### src/rtl/fpmm_pkg.sv
package fpmm_pkg;
  typedef enum logic [1:0] {
    PRIM_NULL     = 2'd0,
    PRIM_MPU_REG  = 2'd1,
    PRIM_CP_MULTI = 2'd2
  } prim_e;
endpackage

### src/rtl/fpmm_regfile.sv
module fpmm_regfile #(
  parameter int DEPTH = 24,
  parameter int DW    = 32
) (
  input  logic                     clk,
  input  logic                     we,
  input  logic [$clog2(DEPTH)-1:0] waddr,
  input  logic [DW-1:0]            wdata,
  input  logic [$clog2(DEPTH)-1:0] raddr,
  output logic [DW-1:0]            rdata
);
  logic [DW-1:0] mem [DEPTH];

  always_ff @(posedge clk) begin
    if (we) mem[waddr] <= wdata;
    rdata <= mem[raddr];
  end
endmodule

### src/rtl/fpmm_pick.sv
module fpmm_pick #(
  parameter int NREG = 8
) (
  input  logic [NREG-1:0]         pend,
  input  logic                    predec,
  output logic                    any,
  output logic [$clog2(NREG)-1:0] bit_idx,
  output logic [$clog2(NREG)-1:0] reg_idx
);
  localparam int IW = $clog2(NREG);

  // Highest pending bit wins: later iterations overwrite earlier ones.
  always_comb begin
    bit_idx = '0;
    reg_idx = '0;
    for (int k = 0; k < NREG; k++) begin
      if (pend[k]) begin
        bit_idx = IW'(k);
        reg_idx = predec ? IW'(k) : IW'(NREG - 1 - k);
      end
    end
  end

  assign any = |pend;
endmodule

### src/rtl/fpmm_beat.sv
module fpmm_beat #(
  parameter int NREG  = 8,
  parameter int BEATS = 3,
  parameter int DW    = 32
) (
  input  logic            clk,
  input  logic            rst,
  input  logic            start,
  input  logic            dir,
  input  logic            predec,
  input  logic [NREG-1:0] mask,
  output logic            out_valid,
  output logic [DW-1:0]   out_data,
  input  logic            out_ready,
  input  logic            in_valid,
  input  logic [DW-1:0]   in_data,
  output logic            in_ready,
  output logic            done
);
  localparam int IW    = $clog2(NREG);
  localparam int BW    = (BEATS > 1) ? $clog2(BEATS) : 1;
  localparam int DEPTH = NREG * BEATS;
  localparam int AW    = $clog2(DEPTH);

  typedef enum logic [2:0] {E_IDLE, E_SEEK, E_READ, E_SEND, E_RECV} est_e;

  est_e            st;
  logic [NREG-1:0] pend;
  logic            dir_q, predec_q;
  logic [IW-1:0]   cur_reg;
  logic [BW-1:0]   beat;
  logic            pick_any;
  logic [IW-1:0]   pick_bit, pick_reg;
  logic [AW-1:0]   addr;
  logic            wr_en, last_beat, hs;

  fpmm_pick #(.NREG(NREG)) u_pick (
    .pend    (pend),
    .predec  (predec_q),
    .any     (pick_any),
    .bit_idx (pick_bit),
    .reg_idx (pick_reg)
  );

  assign addr      = AW'(cur_reg) * AW'(BEATS) + AW'(beat);
  assign wr_en     = (st == E_RECV) && in_valid;
  assign in_ready  = (st == E_RECV);
  assign last_beat = (beat == BW'(BEATS - 1));
  assign hs        = ((st == E_SEND) && out_ready) || wr_en;

  fpmm_regfile #(.DEPTH(DEPTH), .DW(DW)) u_rf (
    .clk   (clk),
    .we    (wr_en),
    .waddr (addr),
    .wdata (in_data),
    .raddr (addr),
    .rdata (out_data)
  );

  always_ff @(posedge clk) begin
    if (rst) begin
      st        <= E_IDLE;
      pend      <= '0;
      dir_q     <= 1'b0;
      predec_q  <= 1'b0;
      cur_reg   <= '0;
      beat      <= '0;
      out_valid <= 1'b0;
      done      <= 1'b0;
    end else begin
      done <= 1'b0;
      case (st)
        E_IDLE: begin
          if (start) begin
            pend     <= mask;
            dir_q    <= dir;
            predec_q <= predec;
            st       <= E_SEEK;
          end
        end
        E_SEEK: begin
          if (pick_any) begin
            cur_reg <= pick_reg;
            pend    <= pend & ~(NREG'(1) << pick_bit);
            beat    <= '0;
            st      <= dir_q ? E_READ : E_RECV;
          end else begin
            done <= 1'b1;
            st   <= E_IDLE;
          end
        end
        E_READ: begin
          out_valid <= 1'b1;
          st        <= E_SEND;
        end
        default: begin
          if (hs) begin
            out_valid <= 1'b0;
            if (last_beat) begin
              if (pend == '0) begin
                done <= 1'b1;
                st   <= E_IDLE;
              end else begin
                st <= E_SEEK;
              end
            end else begin
              beat <= beat + BW'(1);
              st   <= dir_q ? E_READ : E_RECV;
            end
          end
        end
      endcase
    end
  end

  AST_OUT_STABLE: assert property (@(posedge clk) disable iff (rst)
    out_valid && !out_ready |=> out_valid && $stable(out_data));
  AST_DIR_EXCL: assert property (@(posedge clk) disable iff (rst)
    !(out_valid && in_ready));
  AST_DONE_PULSE: assert property (@(posedge clk) disable iff (rst)
    done |=> !done);
  AST_BEAT_LIMIT: assert property (@(posedge clk) disable iff (rst)
    int'(beat) < BEATS);
endmodule

### src/rtl/fpmm_seq.sv
module fpmm_seq #(
  parameter int NREG  = 8,
  parameter int BEATS = 3,
  parameter int DW    = 32
) (
  input  logic                       clk,
  input  logic                       rst,
  input  logic                       cmd_valid,
  output logic                       cmd_ready,
  input  logic                       cmd_dir,
  input  logic [1:0]                 cmd_mode,
  input  logic [NREG-1:0]            cmd_mask,
  output logic                       prim_valid,
  output logic [1:0]                 prim_code,
  output logic                       prim_ca,
  input  logic                       prim_ack,
  input  logic [DW-1:0]              mpu_word,
  output logic [NREG-1:0]            sel_mask,
  output logic [$clog2(NREG+1)-1:0]  sel_count,
  output logic                       out_valid,
  output logic [DW-1:0]              out_data,
  input  logic                       out_ready,
  input  logic                       in_valid,
  input  logic [DW-1:0]              in_data,
  output logic                       in_ready,
  output logic                       xfer_done
);
  import fpmm_pkg::*;

  localparam int CW = $clog2(NREG + 1);

  typedef enum logic [2:0] {S_IDLE, S_PSINGLE, S_PMULTI, S_XFER, S_PNULL} sst_e;

  sst_e            st;
  prim_e           prim_q;
  logic [NREG-1:0] mask_q;
  logic            dir_q, predec_q, start_q;
  logic            acked;
  logic [CW-1:0]   ones;

  assign cmd_ready = (st == S_IDLE);
  assign prim_code = prim_q;
  assign acked     = prim_valid && prim_ack;
  assign sel_mask  = mask_q;
  assign sel_count = ones;

  always_comb begin
    ones = '0;
    for (int i = 0; i < NREG; i++) ones = ones + CW'(mask_q[i]);
  end

  always_ff @(posedge clk) begin
    if (rst) begin
      st         <= S_IDLE;
      prim_q     <= PRIM_NULL;
      prim_valid <= 1'b0;
      prim_ca    <= 1'b0;
      mask_q     <= '0;
      dir_q      <= 1'b0;
      predec_q   <= 1'b0;
      start_q    <= 1'b0;
    end else begin
      start_q <= 1'b0;
      case (st)
        S_IDLE: begin
          if (cmd_valid) begin
            dir_q      <= cmd_dir;
            predec_q   <= ~cmd_mode[1];
            prim_valid <= 1'b1;
            prim_ca    <= 1'b1;
            if (cmd_mode[0]) begin
              prim_q <= PRIM_MPU_REG;
              st     <= S_PSINGLE;
            end else begin
              mask_q <= cmd_mask;
              prim_q <= PRIM_CP_MULTI;
              st     <= S_PMULTI;
            end
          end
        end
        S_PSINGLE: begin
          if (acked) begin
            mask_q <= mpu_word[NREG-1:0];
            prim_q <= PRIM_CP_MULTI;
            st     <= S_PMULTI;
          end
        end
        S_PMULTI: begin
          if (acked) begin
            if (mask_q == '0) begin
              prim_q  <= PRIM_NULL;
              prim_ca <= 1'b0;
              st      <= S_PNULL;
            end else begin
              prim_valid <= 1'b0;
              start_q    <= 1'b1;
              st         <= S_XFER;
            end
          end
        end
        S_XFER: begin
          if (xfer_done) begin
            prim_valid <= 1'b1;
            prim_q     <= PRIM_NULL;
            prim_ca    <= 1'b0;
            st         <= S_PNULL;
          end
        end
        default: begin
          if (acked) begin
            prim_valid <= 1'b0;
            st         <= S_IDLE;
          end
        end
      endcase
    end
  end

  fpmm_beat #(.NREG(NREG), .BEATS(BEATS), .DW(DW)) u_beat (
    .clk       (clk),
    .rst       (rst),
    .start     (start_q),
    .dir       (dir_q),
    .predec    (predec_q),
    .mask      (mask_q),
    .out_valid (out_valid),
    .out_data  (out_data),
    .out_ready (out_ready),
    .in_valid  (in_valid),
    .in_data   (in_data),
    .in_ready  (in_ready),
    .done      (xfer_done)
  );

  AST_PRIM_HOLD: assert property (@(posedge clk) disable iff (rst)
    prim_valid && !prim_ack |=> prim_valid && $stable(prim_code) && $stable(prim_ca));
  AST_NULL_NO_CA: assert property (@(posedge clk) disable iff (rst)
    prim_valid && prim_code == PRIM_NULL |-> !prim_ca);
  AST_CA_SET: assert property (@(posedge clk) disable iff (rst)
    prim_valid && prim_code != PRIM_NULL |-> prim_ca);
  AST_DONE_IN_XFER: assert property (@(posedge clk) disable iff (rst)
    xfer_done |-> st == S_XFER);
  AST_IDLE_QUIET: assert property (@(posedge clk) disable iff (rst)
    cmd_ready |-> !prim_valid && !out_valid && !in_ready);
  AST_MASK_HELD: assert property (@(posedge clk) disable iff (rst)
    st == S_XFER |=> $stable(sel_mask));
endmodule

### config.mk
export PLATFORM = sky130hd
export DESIGN_NAME = fpmm_seq
export DESIGN_NICKNAME = d
export VERILOG_FILES = /design/src/rtl/fpmm_pkg.sv /design/src/rtl/fpmm_regfile.sv /design/src/rtl/fpmm_pick.sv /design/src/rtl/fpmm_beat.sv /design/src/rtl/fpmm_seq.sv
export SDC_FILE = /design/constraint.sdc
export NUM_CORES = 1
export LEC_CHECK = 0
export CAP_MARGIN = 10
export CORE_MARGIN = 2
export CORE_UTILIZATION = 60
export CTS_BUF_LIST = sky130_fd_sc_hd__clkbuf_2
export CTS_CLUSTER_DIAMETER = 50
export DETAILED_ROUTE_END_ITERATION = 7
export PLACE_DENSITY_LB_ADDON = 0.12
export RECOVER_POWER = 50
export SLEW_MARGIN = 20
export SYNTH_ARGS = -nofsm -noshare
export SYNTH_HDL_FRONTEND = slang
export SYNTH_SLANG_ARGS = --single-unit
### constraint.sdc
create_clock -name clk -period 7.4 [get_ports clk]
set_clock_uncertainty 0.2 [all_clocks]
set_input_delay 1.85 -clock clk [delete_from_list [all_inputs] [get_ports clk]]
set_output_delay 1.85 -clock clk [all_outputs]
set_load 0.01 [all_outputs]
* Yosys cells after proc, flatten, opt, wreduce, memory -nomap -nowiden
Memory sizes are Yosys's and may differ from the RTL's. A register that Yosys moved wholly into a read port is not among the register bits.
Cells that the tools add are included.
** Word-level totals
- Memories kept :: 1
- Register bits after elaboration :: 38
- Output and inout bits :: 52
- Logic and storage cells :: 162
- RAM bits :: 768
- Bits of input ports :: 81
** Memories
- u_beat.u_rf.mem :: depth 24, width 32, read ports 1, clocked after Yosys merged registers in 1, write ports 1, RTL line fpmm_regfile.sv:12 : logic [DW-1:0] mem [DEPTH];
** Cells by class
- Multiply operators :: 1
- Equality and inequality tests :: 18
- Bitwise logic cells :: 8
- Reductions and logical operators :: 32
- Shifts and indexed selects :: 1
- Add/sub/neg operators :: 9
- Multiplexer cells :: 76
** Operator list (count)
- 3-bit 2-to-1 mux :: 33
- 8-bit 2-to-1 mux :: 5
- 8-bit case mux with 2 select lines :: 2
- 2-bit 2-to-1 mux :: 10
- 1-bit 2-to-1 mux :: 18
- 4-bit by 1-bit adder with 4-bit output :: 4
- 8-bit zero test :: 2
- 2-bit != test (second input constant) :: 8
- 3-bit by 2-bit equality test with 1-bit output (second input constant) :: 4
- 3-bit case mux with 4 select lines :: 1
- 6-bit AND reduction :: 2
- 2-bit AND reduction :: 5
- 5-bit AND reduction :: 2
- 3-bit case mux with 3 select lines :: 1
- 8-bit AND :: 1
- 8-bit inverter :: 1
- 2-bit case mux with 4 select lines :: 1
- 4-bit AND reduction :: 2
- 2-bit nonzero test :: 4
- 4-bit nonzero test :: 2
- 8-bit OR reduction :: 1
- 1-bit by 3-bit left shift with 8-bit output (first input constant) :: 1
- 3-bit by 1-bit equality test with 1-bit output (second input constant) :: 2
- 3-bit zero test :: 2
- other kinds (20) :: 31

* Depth between registers and ports, before layout
- Word-level depth :: 12
- Depth in mapped cells :: 12
- Gate-level depth less buffers :: 9

* Cells and area by module
Synthesis repeated with hierarchy kept, for this count alone.
** Second synthesis, totals
- Cell total of the unflattened synthesis :: 1838
- Area, all modules :: 32820.2 um^2
** By module, submodules not included
- fpmm_regfile :: sequential area each 23702.7 um^2, instances 1, area each 30327.8 um^2, cells each 1545
- fpmm_seq :: sequential area each 360.3 um^2, instances 1, area each 1218.7 um^2, cells each 132
- fpmm_beat :: sequential area each 400.4 um^2, instances 1, area each 1152.4 um^2, cells each 143
- fpmm_pick :: sequential area each 0.0 um^2, instances 1, area each 121.4 um^2, cells each 18

* Least setup slack after synthesis
OpenSTA, ideal clock, no wires.
- Path kind :: input to register
- From :: input in_valid
- To :: memory u_beat.u_rf.mem[0][0], enable pin
- Required time :: 6.739 ns
- Slack :: 1.723 ns
- Library setup time :: 0.461 ns
- Path buffers :: 1
- Stages :: 4
- Data arrival time :: 5.016 ns
- Cell sequence :: or4bb_1 or3_1 clkbuf_1 nor3_1
** On the way
- Longest elaborated chain between the ends :: 3
** RTL lines
- from (decl) :: RTL line fpmm_seq.sv:23 : input logic in_valid,
- 1-bit logical AND :: RTL line fpmm_beat.sv:46 : assign wr_en = (st == E_RECV) && in_valid;
- 1-bit 2-to-1 mux :: RTL line fpmm_regfile.sv:15 : if (we) mem[waddr] <= wdata;
- 1-bit 2-to-1 mux (implied by the code) :: RTL line fpmm_regfile.sv:15
- to (decl) :: RTL line fpmm_regfile.sv:12
Every way passes these cells.

* Final worst setup path
- From :: register mask_q[0] (netlist: sel_mask[0])
- To :: output sel_count[2]
** On the way
- Longest elaborated chain between the ends :: 7
** RTL lines
- from (decl) :: RTL line fpmm_seq.sv:36 : logic [NREG-1:0] mask_q;
- from (signal assigned) :: RTL line fpmm_seq.sv:75 : mask_q <= cmd_mask;
- from (signal assigned) :: RTL line fpmm_seq.sv:83 : mask_q <= mpu_word[NREG-1:0];
- 1-bit by 1-bit adder with 2-bit output :: RTL line fpmm_seq.sv:49 : for (int i = 0; i < NREG; i++) ones = ones + CW'(mask_q[i]);
- 2-bit by 1-bit adder with 3-bit output :: RTL line fpmm_seq.sv:49
- 3-bit by 1-bit adder with 4-bit output :: RTL line fpmm_seq.sv:49
- 4-bit by 1-bit adder with 4-bit output (4 in series) :: RTL line fpmm_seq.sv:49
- to (decl) :: RTL line fpmm_seq.sv:19 : output logic [$clog2(NREG+1)-1:0] sel_count,
Every way passes these cells.

==> metrics.txt <==
failing checks=capacitance limit, slew limit; hold slack final=0.280 ns; share of the yosys chip area belonging to registers=74.9%; worst setup slack after layout=0.628 ns; cell-by-cell listing of the critical path=inv_1 -> fa_1 -> fa_1 -> fa_1 -> inv_1 -> ha_1 -> inv_1 -> fa_1 -> xnor2_1 -> clkdlybuf4s50_1; max-capacitance violation count=4; status=complete, but fails checks; post-synthesis async set-or-reset flop share=0%; overall via count from detail_route=18300; Avg Cell Area, Syn=18.0 um2; GRT Overall Usage=around 28%; CP Class=flop to output pin; post-synthesis instance area=32700 um2; Post-Synth Adder-Cell Area=less than 1%; std cell rows=85; Std-Cell Core Area=about 54000 um2; number of flip-flops under the largest register name=768; Reg2Reg Setup Slack=approximately 1 ns; count of cell types in the netlist=63; post-detailed-route wirelength per cell=26.8 um; placed cell area=34600 um2; Max-slew headroom=-67.0%; number of warning messages in the yosys log=0; Critical Path Max Stage Delay=0.57 ns; #FFs+latches synth=838; number of antenna-violating nets in the routed design=0; post-cts gate resize count=0; VDD IR max=0.000164 V; multiplexer fraction of the synthesized cell area=11.9%; maximum number of pins on one net before global-route repair=103; Core Util, Final=between 60 and 70%; die height=237 um; maximum clock frequency=0.148 GHz; first-pass GRT wire length=115000 um; number of DRC violations after detailed routing=0; most common cell after layout, fill and taps aside=sky130_fd_sc_hd__edfxtp_1; P_leak=11.6 nW; fraction of synthesized cell area in xor and xnor cells=less than 1%; most frequent cells in the layout=sky130_fd_sc_hd__edfxtp_1, sky130_fd_sc_hd__clkbuf_2, sky130_fd_sc_hd__mux2i_1, sky130_fd_sc_hd__clkdlybuf4s50_1, sky130_fd_sc_hd__dfxtp_1; IO Pins=about 130; transition time at the pin with the least slew margin=2.50 ns; path class of the lowest-slack min-delay path=flop to flop; final weighted congestion of routability-driven global placement=0.803; via count of the first global-routing pass=approximately 19000; number of hold violations in the final report=0; count of mapped cells out of synthesis=1815; number of flops mapped to enable cells by yosys=about 770; starting density of the core=60.7%; Post-Route WL=78400 um; Clock Tree Buf Depth=3; Port Buf Inserts=108; via count normalized by instance count=6.27; most common cell type on the critical path=sky130_fd_sc_hd__fa_1; crit path DAT=between 4 and 5 ns; kind of start point of the critical path=flop; insertion delay to the later sink of the worst-skew pair=approximately 1.4 ns; simple-gate area share of the yosys netlist=2.97%; post-synthesis compound-gate area fraction=7.02%; overall die area=about 56000 um2; Worst Hold Depth=2; Most used DFF post-synth=sky130_fd_sc_hd__edfxtp_1; sum of overflow across all layers after global routing=0; maximum fanout along the worst path=4; die width=between 200 and 250 um; number of failing setup endpoints in the final timing report=0; endpoint type of the worst setup path=output pin; clock tree from TritonCTS=done; combinational family with the most area after synthesis=multiplexers; pre-CTS setup slack=1.99 ns; buffers inserted by post-CTS timing repair=0; final slew viol count=140; post-route insts no fill=a little under 3000; post-layout total power=8.70 mW; power per cell area=approximately 240 nW/um2; final worst path period need=6.77 ns; detailed-routing iteration count for the pre-antenna-repair pass=5; hold_buf cts=0; Total Neg Setup Slack=0 ns; half-perimeter wire length after placement=42800 um; number of DRC markers in iteration 0=1802; cell area after layout=approximately 36000 um2; number of cells on the worst reg-to-reg path=5; data required time at the worst endpoint=5.35 ns; clock-pin slew on the worst setup and hold paths=around 0.10 ns; Placed Cells incl. Taps=between 2000 and 3000; share of final-layout standard cells stronger than drive strength 1=24.1%; Inserted Clock Buffers=199; number of nets at the end of the flow=approximately 2200; register with the most flip-flops=u_beat.u_rf.mem; root buffer selected by CTS=sky130_fd_sc_hd__clkbuf_2; H-Tree Depth=4; Area Growth Syn to Fin=11.4%; CTS sink cnt=roughly 840; antenna violations before repair=4; RSZ-0062 raised after global routing=false; top flop regs=u_beat.u_rf.mem x768, u_beat.u_rf.rdata x32; total nets after synthesis=1912; portion of the clock cycle consumed by the worst path in the final layout=91.5%; critical-path cell with the highest stage delay=sky130_fd_sc_hd__fa_1
[cells in the mapped netlist, types with 29 or more instances]
| master | instances | share of area [%] |
|---|---|---|
| sky130_fd_sc_hd__a21oi_1 | 36 | 0.55 |
| sky130_fd_sc_hd__a22oi_1 | 49 | 1.1 |
| sky130_fd_sc_hd__clkbuf_1 | 44 | 0.51 |
| sky130_fd_sc_hd__dfxtp_1 | 70 | 4.3 |
| sky130_fd_sc_hd__edfxtp_1 | 768 | 71 |
| sky130_fd_sc_hd__mux2_2 | 57 | 2.0 |
| sky130_fd_sc_hd__mux2i_1 | 183 | 5.6 |
| sky130_fd_sc_hd__mux4_2 | 63 | 4.3 |
| sky130_fd_sc_hd__nand2_1 | 35 | 0.40 |
| sky130_fd_sc_hd__nand3_1 | 29 | 0.44 |
| sky130_fd_sc_hd__nor2_1 | 62 | 0.71 |
| sky130_fd_sc_hd__o21ai_0 | 35 | 0.54 |
| sky130_fd_sc_hd__o221ai_1 | 60 | 1.6 |
| sky130_fd_sc_hd__o22ai_1 | 39 | 0.75 |
[cell families (layout without fill, tap and decap cells)]
family,after synthesis,in the layout
xor+xnor,4,4
fa+ha+maj,16,16
simple gates,200,200
buf+inv,136,545
flops,838,838
compound gates,318,318
other cells,0,3
mux,303,303
[where the power goes]
group          switching [mW]  leakage, nW  internal, mW
combinational           0.271         2.65         0.223
sequential             0.0542         7.48          5.19
clock                    1.76         1.43          1.20
[final cells by class]
cell class,count,area [um2]
Sequential cell,838,24500
Fill cell,3730,17400
Multi-Input combinational cell,841,7610
Clock buffer,321,1610
Timing Repair Buffer,162,1520
Tap cell,696,871
Clock inverter,37,203
Inverter,25,93.8
Antenna cell,3,7.51
[per-layer routing]
metal | vias up | global-route usage, % | share of wire [%]
met4 | 6 | 12.4 | 3.2
met1 | 9269 | 37.4 | 40
met5 | - | 0.433 | 0.075
met2 | 865 | 45.7 | 49
li1 | 8010 | - | -
met3 | 163 | 7.04 | 8.1
[final timing paths]
kind | from | end
worst min register to register | prim_code[0] | prim_code[0]
worst max-delay path | sel_mask[0] | sel_count[2]
worst max register to register | u_beat.cur_reg[0] | u_beat.u_rf.mem[11][31]
worst min-delay path | prim_code[0] | prim_code[0]
[worst max-delay path: cells and delay by family, from the launching register on]
family / cells / cell delay [ns]
buffers and inverters: 4 / 0.79
adders and majority gates: 5 / 2.02
DFF: 1 / 0.40
xor gates and xnor gates: 1 / 0.15
No activity file was read; power rests on OpenSTA's default activity.
